--- src/rtl/dbgx_pkg.sv ---
package dbgx_pkg;
  localparam int ADDR_W  = 32;
  localparam int CAUSE_W = 6;
  localparam int INSN_BYTES = 4;

  typedef enum logic [2:0] {
    CZ_SSTEP = 3'd0,
    CZ_BRKPT = 3'd1,
    CZ_DLOAD = 3'd2,
    CZ_DSTOR = 3'd3,
    CZ_IBRK  = 3'd4,
    CZ_DINT  = 3'd5
  } cause_idx_e;

  typedef struct packed {
    logic               dm;
    logic               bd;
    logic               halt;
    logic               doze;
    logic [CAUSE_W-1:0] cause;
  } dbg_status_t;
endpackage

--- src/rtl/dbgx_cause_pick.sv ---
module dbgx_cause_pick #(
  parameter int W = dbgx_pkg::CAUSE_W
) (
  input  logic [W-1:0] req_bits,
  output logic [W-1:0] pick_1h,
  output logic         any
);
  logic [W:0] seen;
  assign seen[0] = 1'b0;

  for (genvar i = 0; i < W; i++) begin : g_pick
    assign pick_1h[i] = req_bits[i] & ~seen[i];
    assign seen[i+1]  = seen[i] | req_bits[i];
  end

  assign any = seen[W];
endmodule

--- src/rtl/dbgx_restart_calc.sv ---
module dbgx_restart_calc #(
  parameter int ADDR_W = dbgx_pkg::ADDR_W,
  parameter int STEP   = dbgx_pkg::INSN_BYTES
) (
  input  logic [ADDR_W-1:0] pc,
  input  logic              in_slot,
  output logic [ADDR_W-1:0] restart
);
  localparam logic [ADDR_W-1:0] STEP_V = ADDR_W'(STEP);
  assign restart = in_slot ? (pc - STEP_V) : pc;
endmodule

--- src/rtl/dbgx_regs.sv ---
module dbgx_regs
  import dbgx_pkg::*;
#(
  parameter int AW = ADDR_W,
  parameter int CW = CAUSE_W
) (
  input  logic          clk,
  input  logic          rst,
  input  logic          take,
  input  logic          ret,
  input  logic [AW-1:0] restart_pc,
  input  logic          slot,
  input  logic [CW-1:0] cause_1h,
  input  logic          halt_in,
  input  logic          doze_in,
  input  logic [AW-1:0] vector,
  output logic [AW-1:0] depc_q,
  output dbg_status_t   stat_q,
  output logic          rdir_v_q,
  output logic [AW-1:0] rdir_pc_q
);
  always_ff @(posedge clk) begin
    if (rst) begin
      depc_q    <= '0;
      stat_q    <= '0;
      rdir_v_q  <= 1'b0;
      rdir_pc_q <= '0;
    end else if (ret) begin
      stat_q.dm <= 1'b0;
      rdir_v_q  <= 1'b1;
      rdir_pc_q <= depc_q;
    end else if (take) begin
      depc_q      <= restart_pc;
      stat_q.dm   <= 1'b1;
      stat_q.bd   <= slot;
      stat_q.halt <= halt_in;
      stat_q.doze <= doze_in;
      stat_q.cause <= cause_1h;
      rdir_v_q    <= 1'b1;
      rdir_pc_q   <= vector;
    end else begin
      rdir_v_q <= 1'b0;
    end
  end

  // reset state
  p_reset_clear_r11: assert property (@(posedge clk)
    rst |=> (!stat_q.dm && depc_q == '0 && stat_q.cause == '0 && !stat_q.bd && !rdir_v_q));

  // debug mode always carries one cause
  p_one_cause_r3: assert property (@(posedge clk) disable iff (rst)
    stat_q.dm |-> ($countones(stat_q.cause) == 1));

  // return clears mode and redirects to saved PC
  p_return_r9: assert property (@(posedge clk) disable iff (rst)
    (stat_q.dm && ret) |=> (!stat_q.dm && rdir_v_q && rdir_pc_q == $past(depc_q)));
endmodule

--- src/rtl/dbgx_entry_ctrl.sv ---
module dbgx_entry_ctrl
  import dbgx_pkg::*;
#(
  parameter int AW = ADDR_W,
  parameter int CW = CAUSE_W,
  parameter logic [AW-1:0] VEC_PROBE  = AW'(32'hFF20_0200),
  parameter logic [AW-1:0] VEC_NORMAL = AW'(32'hBFC0_0480)
) (
  input  logic          clk,
  input  logic          rst,
  input  logic          exc_req,
  input  logic [CW-1:0] exc_cause,
  input  logic [AW-1:0] cur_pc,
  input  logic          in_delay_slot,
  input  logic          halt_status,
  input  logic          doze_status,
  input  logic          probe_trap,
  input  logic          dbg_return,
  output logic          redirect_valid,
  output logic [AW-1:0] redirect_pc,
  output logic [AW-1:0] debug_pc,
  output logic          dbg_mode,
  output logic [CW-1:0] dbg_cause,
  output logic          dbg_delay_slot,
  output logic          dbg_halt,
  output logic          dbg_doze
);
  logic [CW-1:0] cause_1h;
  logic          cause_any;
  logic [AW-1:0] restart;
  logic [AW-1:0] vector;
  logic          take, ret;
  dbg_status_t   stat;

  dbgx_cause_pick #(.W(CW)) u_pick (
    .req_bits (exc_cause),
    .pick_1h  (cause_1h),
    .any      (cause_any)
  );

  dbgx_restart_calc #(.ADDR_W(AW), .STEP(INSN_BYTES)) u_restart (
    .pc      (cur_pc),
    .in_slot (in_delay_slot),
    .restart (restart)
  );

  assign vector = probe_trap ? VEC_PROBE : VEC_NORMAL;
  assign ret    = dbg_return & stat.dm;
  assign take   = exc_req & cause_any & ~stat.dm;

  dbgx_regs #(.AW(AW), .CW(CW)) u_regs (
    .clk        (clk),
    .rst        (rst),
    .take       (take),
    .ret        (ret),
    .restart_pc (restart),
    .slot       (in_delay_slot),
    .cause_1h   (cause_1h),
    .halt_in    (halt_status),
    .doze_in    (doze_status),
    .vector     (vector),
    .depc_q     (debug_pc),
    .stat_q     (stat),
    .rdir_v_q   (redirect_valid),
    .rdir_pc_q  (redirect_pc)
  );

  assign dbg_mode       = stat.dm;
  assign dbg_cause      = stat.cause;
  assign dbg_delay_slot = stat.bd;
  assign dbg_halt       = stat.halt;
  assign dbg_doze       = stat.doze;

  // accepted request enters debug mode
  p_enter_dm_r5: assert property (@(posedge clk) disable iff (rst)
    (exc_req && (exc_cause != '0) && !dbg_mode && !dbg_return) |=> dbg_mode);

  // restart address and delay-slot flag on entry
  p_restart_r2: assert property (@(posedge clk) disable iff (rst)
    (exc_req && (exc_cause != '0) && !dbg_mode) |=>
      (debug_pc == ($past(in_delay_slot) ? $past(cur_pc) - AW'(4) : $past(cur_pc))
       && dbg_delay_slot == $past(in_delay_slot)));

  // vector follows the probe-trap bit
  p_vector_r6: assert property (@(posedge clk) disable iff (rst)
    (exc_req && (exc_cause != '0) && !dbg_mode) |=>
      (redirect_valid && redirect_pc == ($past(probe_trap) ? VEC_PROBE : VEC_NORMAL)));

  // requests inside debug mode leave saved state alone
  p_ignore_r8: assert property (@(posedge clk) disable iff (rst)
    (dbg_mode && exc_req) |=>
      ($stable(debug_pc) && $stable(dbg_cause) && $stable(dbg_delay_slot)
       && $stable(dbg_halt) && $stable(dbg_doze)));
endmodule

--- config.mk ---
export PLATFORM = sky130hd
export DESIGN_NAME = dbgx_entry_ctrl
export DESIGN_NICKNAME = d
export VERILOG_FILES = /design/src/rtl/dbgx_pkg.sv /design/src/rtl/dbgx_cause_pick.sv /design/src/rtl/dbgx_restart_calc.sv /design/src/rtl/dbgx_regs.sv /design/src/rtl/dbgx_entry_ctrl.sv
export SDC_FILE = /design/constraint.sdc
export NUM_CORES = 1
export LEC_CHECK = 0
export BUFFER_PORTS_ARGS = -buffer_cell sky130_fd_sc_hd__buf_2
export CORE_MARGIN = 1.5
export CORE_UTILIZATION = 49
export CTS_CLUSTER_DIAMETER = 100
export CTS_CLUSTER_SIZE = 12
export DETAILED_ROUTE_END_ITERATION = 10
export PLACE_DENSITY_LB_ADDON = 0.2
export SLEW_MARGIN = 20
export SYNTH_ARGS = -nofsm -noshare
export SYNTH_HDL_FRONTEND = slang
export SYNTH_SLANG_ARGS = --single-unit
--- constraint.sdc ---
create_clock -name clk -period 2.6 [get_ports clk]
set_clock_uncertainty 0.2 [all_clocks]
set_input_delay 0.39 -clock clk [delete_from_list [all_inputs] [get_ports clk]]
set_output_delay 0.39 -clock clk [all_outputs]
set_load 0.03 [all_outputs]
==> flow_summary.toml <==
[global_routing]
grt_pass1_wl_um = 14410
grt_max_degree = 59
grtUsageTotal_pct = 24.79
antenna_found_initial = 0
overflow = 0
grt_pass1_vias = 3107

[worst_setup_path]
crit_fanout = 21
cpMaxStageDelayCell = "a21oi_4"
path_cells = "nand2b_1 > a21oi_4 > buf_4 > nor2_1 > a211oi_1"
required_ns = 2.65
worstRegToRegCells = 5
crit_start = "u_regs.stat_q[9]"
crit_path_max_incr_delay_ns = 0.60
critical_path.top_delay_family = "compound AO/OA/AOI/OAI gates"
crit_end = "u_regs.depc_q[10]"
r2r-start = "u_regs.stat_q[9]"
worstSetupEndpointType = "register"
arrival_ns = 2.23
reg2reg_slack_ns = 0.42
critPathKind = "reg2reg"
cp.buffers_inverters = 1
r2r-end = "u_regs.depc_q[10]"
crit_path_start_kind = "register"
cp_num_cells = 5

[placement]
dpl_worst_slack_ns = 0.07383
place_area_mm2 = 0.004029
portBuffers = 120
gp_congestion = 0.8515
hpwl_um = 6216
place_inst = 582

[timing]
slew_headroom_pct = 28.08
fmax_ghz = 0.4580
report.final.slew_viol_count = 0
setup-tns-final_ns = 0
period_share_pct = 83.97
worst_pin_slew_ns = 1.079
hold_violations = 0
min_period_ns = 2.183
setup_viol = 0
rsz0062_at_grt = "false"
layout_setup_ws_ns = 0.4168

[final_layout]
diodes = 0
multi_input_area_mm2 = 0.001708
regArea_mm2 = 0.001501
area_delta_synth_final_pct = 28.31
drive_above_1_share_pct = 31.23
fin_area_mm2 = 0.004264
final_cells = 599
fillers = 580
final_core_util_pct = 66.02
layout.nets = 564

[synth]
synth_commonest_cells = "dfxtp_1 (75), nand2_1 (51), nor2_1 (41)"
synth_area_mm2 = 0.003323
ys_ff_latch = 75
ys_types = 42
yosysMostFrequentCell = "dfxtp_1"
yosys_warnings = 0
async_flop_share_pct = 0
synth_top_cell_area_share_pct = 45.18
syn-num-nets = 447
synthFlopType = "dfxtp_1"
synth.area.top_cells = "dfxtp_1 (45%), nand2_1 (5.8%), a21oi_1 (5.3%), nand3_1 (4.7%), nor2_1 (4.6%)"
synthCells = 400
synth_area_leader_cell = "dfxtp_1"
ys_seq_area_share_pct = 45.18
synth-edff-count = 0
syn_avg_cell_area_um2 = 8.308

[die]
initial_core_util_pct = 51.45
die-width_um = 85.35
coreArea_mm2 = 0.006459
ios = 121
rows = 29
die_area_mm2 = 0.007285
dieHeight_um = 85.35

[route]
drtAntennaViolNets = 0
drt_iter0_markers = 148
routed_wl_um = 9180
wl_per_cell_um = 15.33
drc = 10
viasPerCell = 5.608
vias = 3359
first_pass_iters = 8

[run_status]
violations = "design-rule violations"
run_status = "complete, but fails checks"

[clock_tree]
cts_buffers = 9
clock_latency_ns = 0.34
clkTransAtPathRegs_ns = 0.08
htree_num_levels = 3
root_buffer = "clkbuf_8"
cts-hold-fix-buffers = 0
cts_tree = "built"
clockBufferDepth = 2
clock_sinks = 75

[power_and_ir_drop]
peakVddDrop_uv = 346.0
leakage_uw = 0.001774
p_per_area_mw_per_mm2 = 655.9

[job]
max_cap_viol_count = 0

[hold_path]
worstHoldPathType = "in2reg"
==> layout make-up <==
class / instances / share of cell area, %
inverter: 5 / 0.4401
timing repair buffer: 135 / 16.73
multi-input combinational: 291 / 40.05
clock inverter: 6 / 2.083
tap: 77 / 2.259
clock buffer: 10 / 3.228
sequential: 75 / 35.21
==> repair_timing <==
action,CTS,global route
endpoints found under the setup margin,0,2
setup buffers,0,0
resized for setup,0,0
==> power breakdown <==
group / switching (µW) / internal [µW]
Sequential: 46.6 / 1220
Combinational: 360 / 165
Clock: 438 / 566
==> registers in the layout (all words and copies together) (netlist names) <==
| register | count |
|---|---|
| u_regs.depc_q | 32 |
| u_regs.rdir_v_q | 1 |
| u_regs.rdir_pc_q | 32 |
| u_regs.stat_q | 10 |
==> cells by family (layout without fill, tap and decap cells) <==
logic type / count (synthesis) / after routing / synth area share [%]
simple gates: 185 / 185 / 28.95
compound gates: 91 / 92 / 18.04
flops: 75 / 75 / 45.18
buf+inv: 35 / 156 / 4.029
xor+xnor: 13 / 13 / 3.426
fa+ha+maj: 1 / 1 / 0.3764
==> worst min-delay path by stage <==
stage          slack, ns               end  depth (start not counted)             start
2_1_floorplan       0.33  u_regs.depc_q[0]                          2         cur_pc[0]
3_3_place_gp        0.24  u_regs.stat_q[3]                          2  u_regs.stat_q[3]
3_5_place_dp        0.24  u_regs.stat_q[1]                          2  u_regs.stat_q[1]
4_1_cts             0.07  u_regs.stat_q[6]                          3       doze_status
5_1_grt             0.07  u_regs.stat_q[6]                          3       doze_status
6_report            0.08  u_regs.stat_q[6]                          3       doze_status
==> per-layer routing <==
layer,global-route usage [%],routed length (µm),up-vias
met5,0,0,-
met3,5.934,676,15
li1,-,-,1687
met4,11.00,170,0
met2,40.55,4324,125
met1,31.15,4009,1532
==> per-stage QoR <==
| step | power, µW | hold slack, ns |
|---|---|---|
| 2_1_floorplan | 1622 | 0.3260 |
| 3_3_place_gp | 1803 | 0.2354 |
| 3_5_place_dp | 1812 | 0.2409 |
| 4_1_cts | 2809 | 0.06586 |
| 5_1_grt | 2912 | 0.07265 |
| 6_report | 2797 | 0.08080 |
==> worst min-delay path, delay by kind of cell <==
kind	cells	cell delay (ns)
buf+inv	1	0.09
simple gates	1	0.05
compound gates	1	0.05
==> cell usage in the layout, fill, tap and decap left out, types with 2 or more instances in the layout <==
cell type / netlist / routed
a2111oi_0: 2 / 2
or4_1: 10 / 10
bufinv_16: 0 / 2
inv_1: 5 / 5
nand4_1: 3 / 3
o31ai_1: 10 / 10
buf_4: 0 / 15
nor2_1: 41 / 41
clkinvlp_4: 0 / 2
xor2_1: 6 / 6
nand3_1: 31 / 31
nand2b_1: 4 / 4
o31a_1: 2 / 2
clkbuf_8: 0 / 10
a311oi_1: 13 / 13
or2_2: 4 / 4
buf_2: 2 / 120
nand3b_1: 3 / 3
dfxtp_1: 75 / 75
or3_1: 4 / 4
xnor2_1: 7 / 7
nand2_1: 51 / 51
nor4_4: 2 / 2
a31oi_1: 7 / 7
nor3_1: 18 / 18
o21ai_0: 4 / 4
a21oi_1: 35 / 34
nor4_1: 3 / 3
a211oi_1: 14 / 14
nor4b_1: 2 / 2
Note: power is estimated with default switching activity, not from simulation.
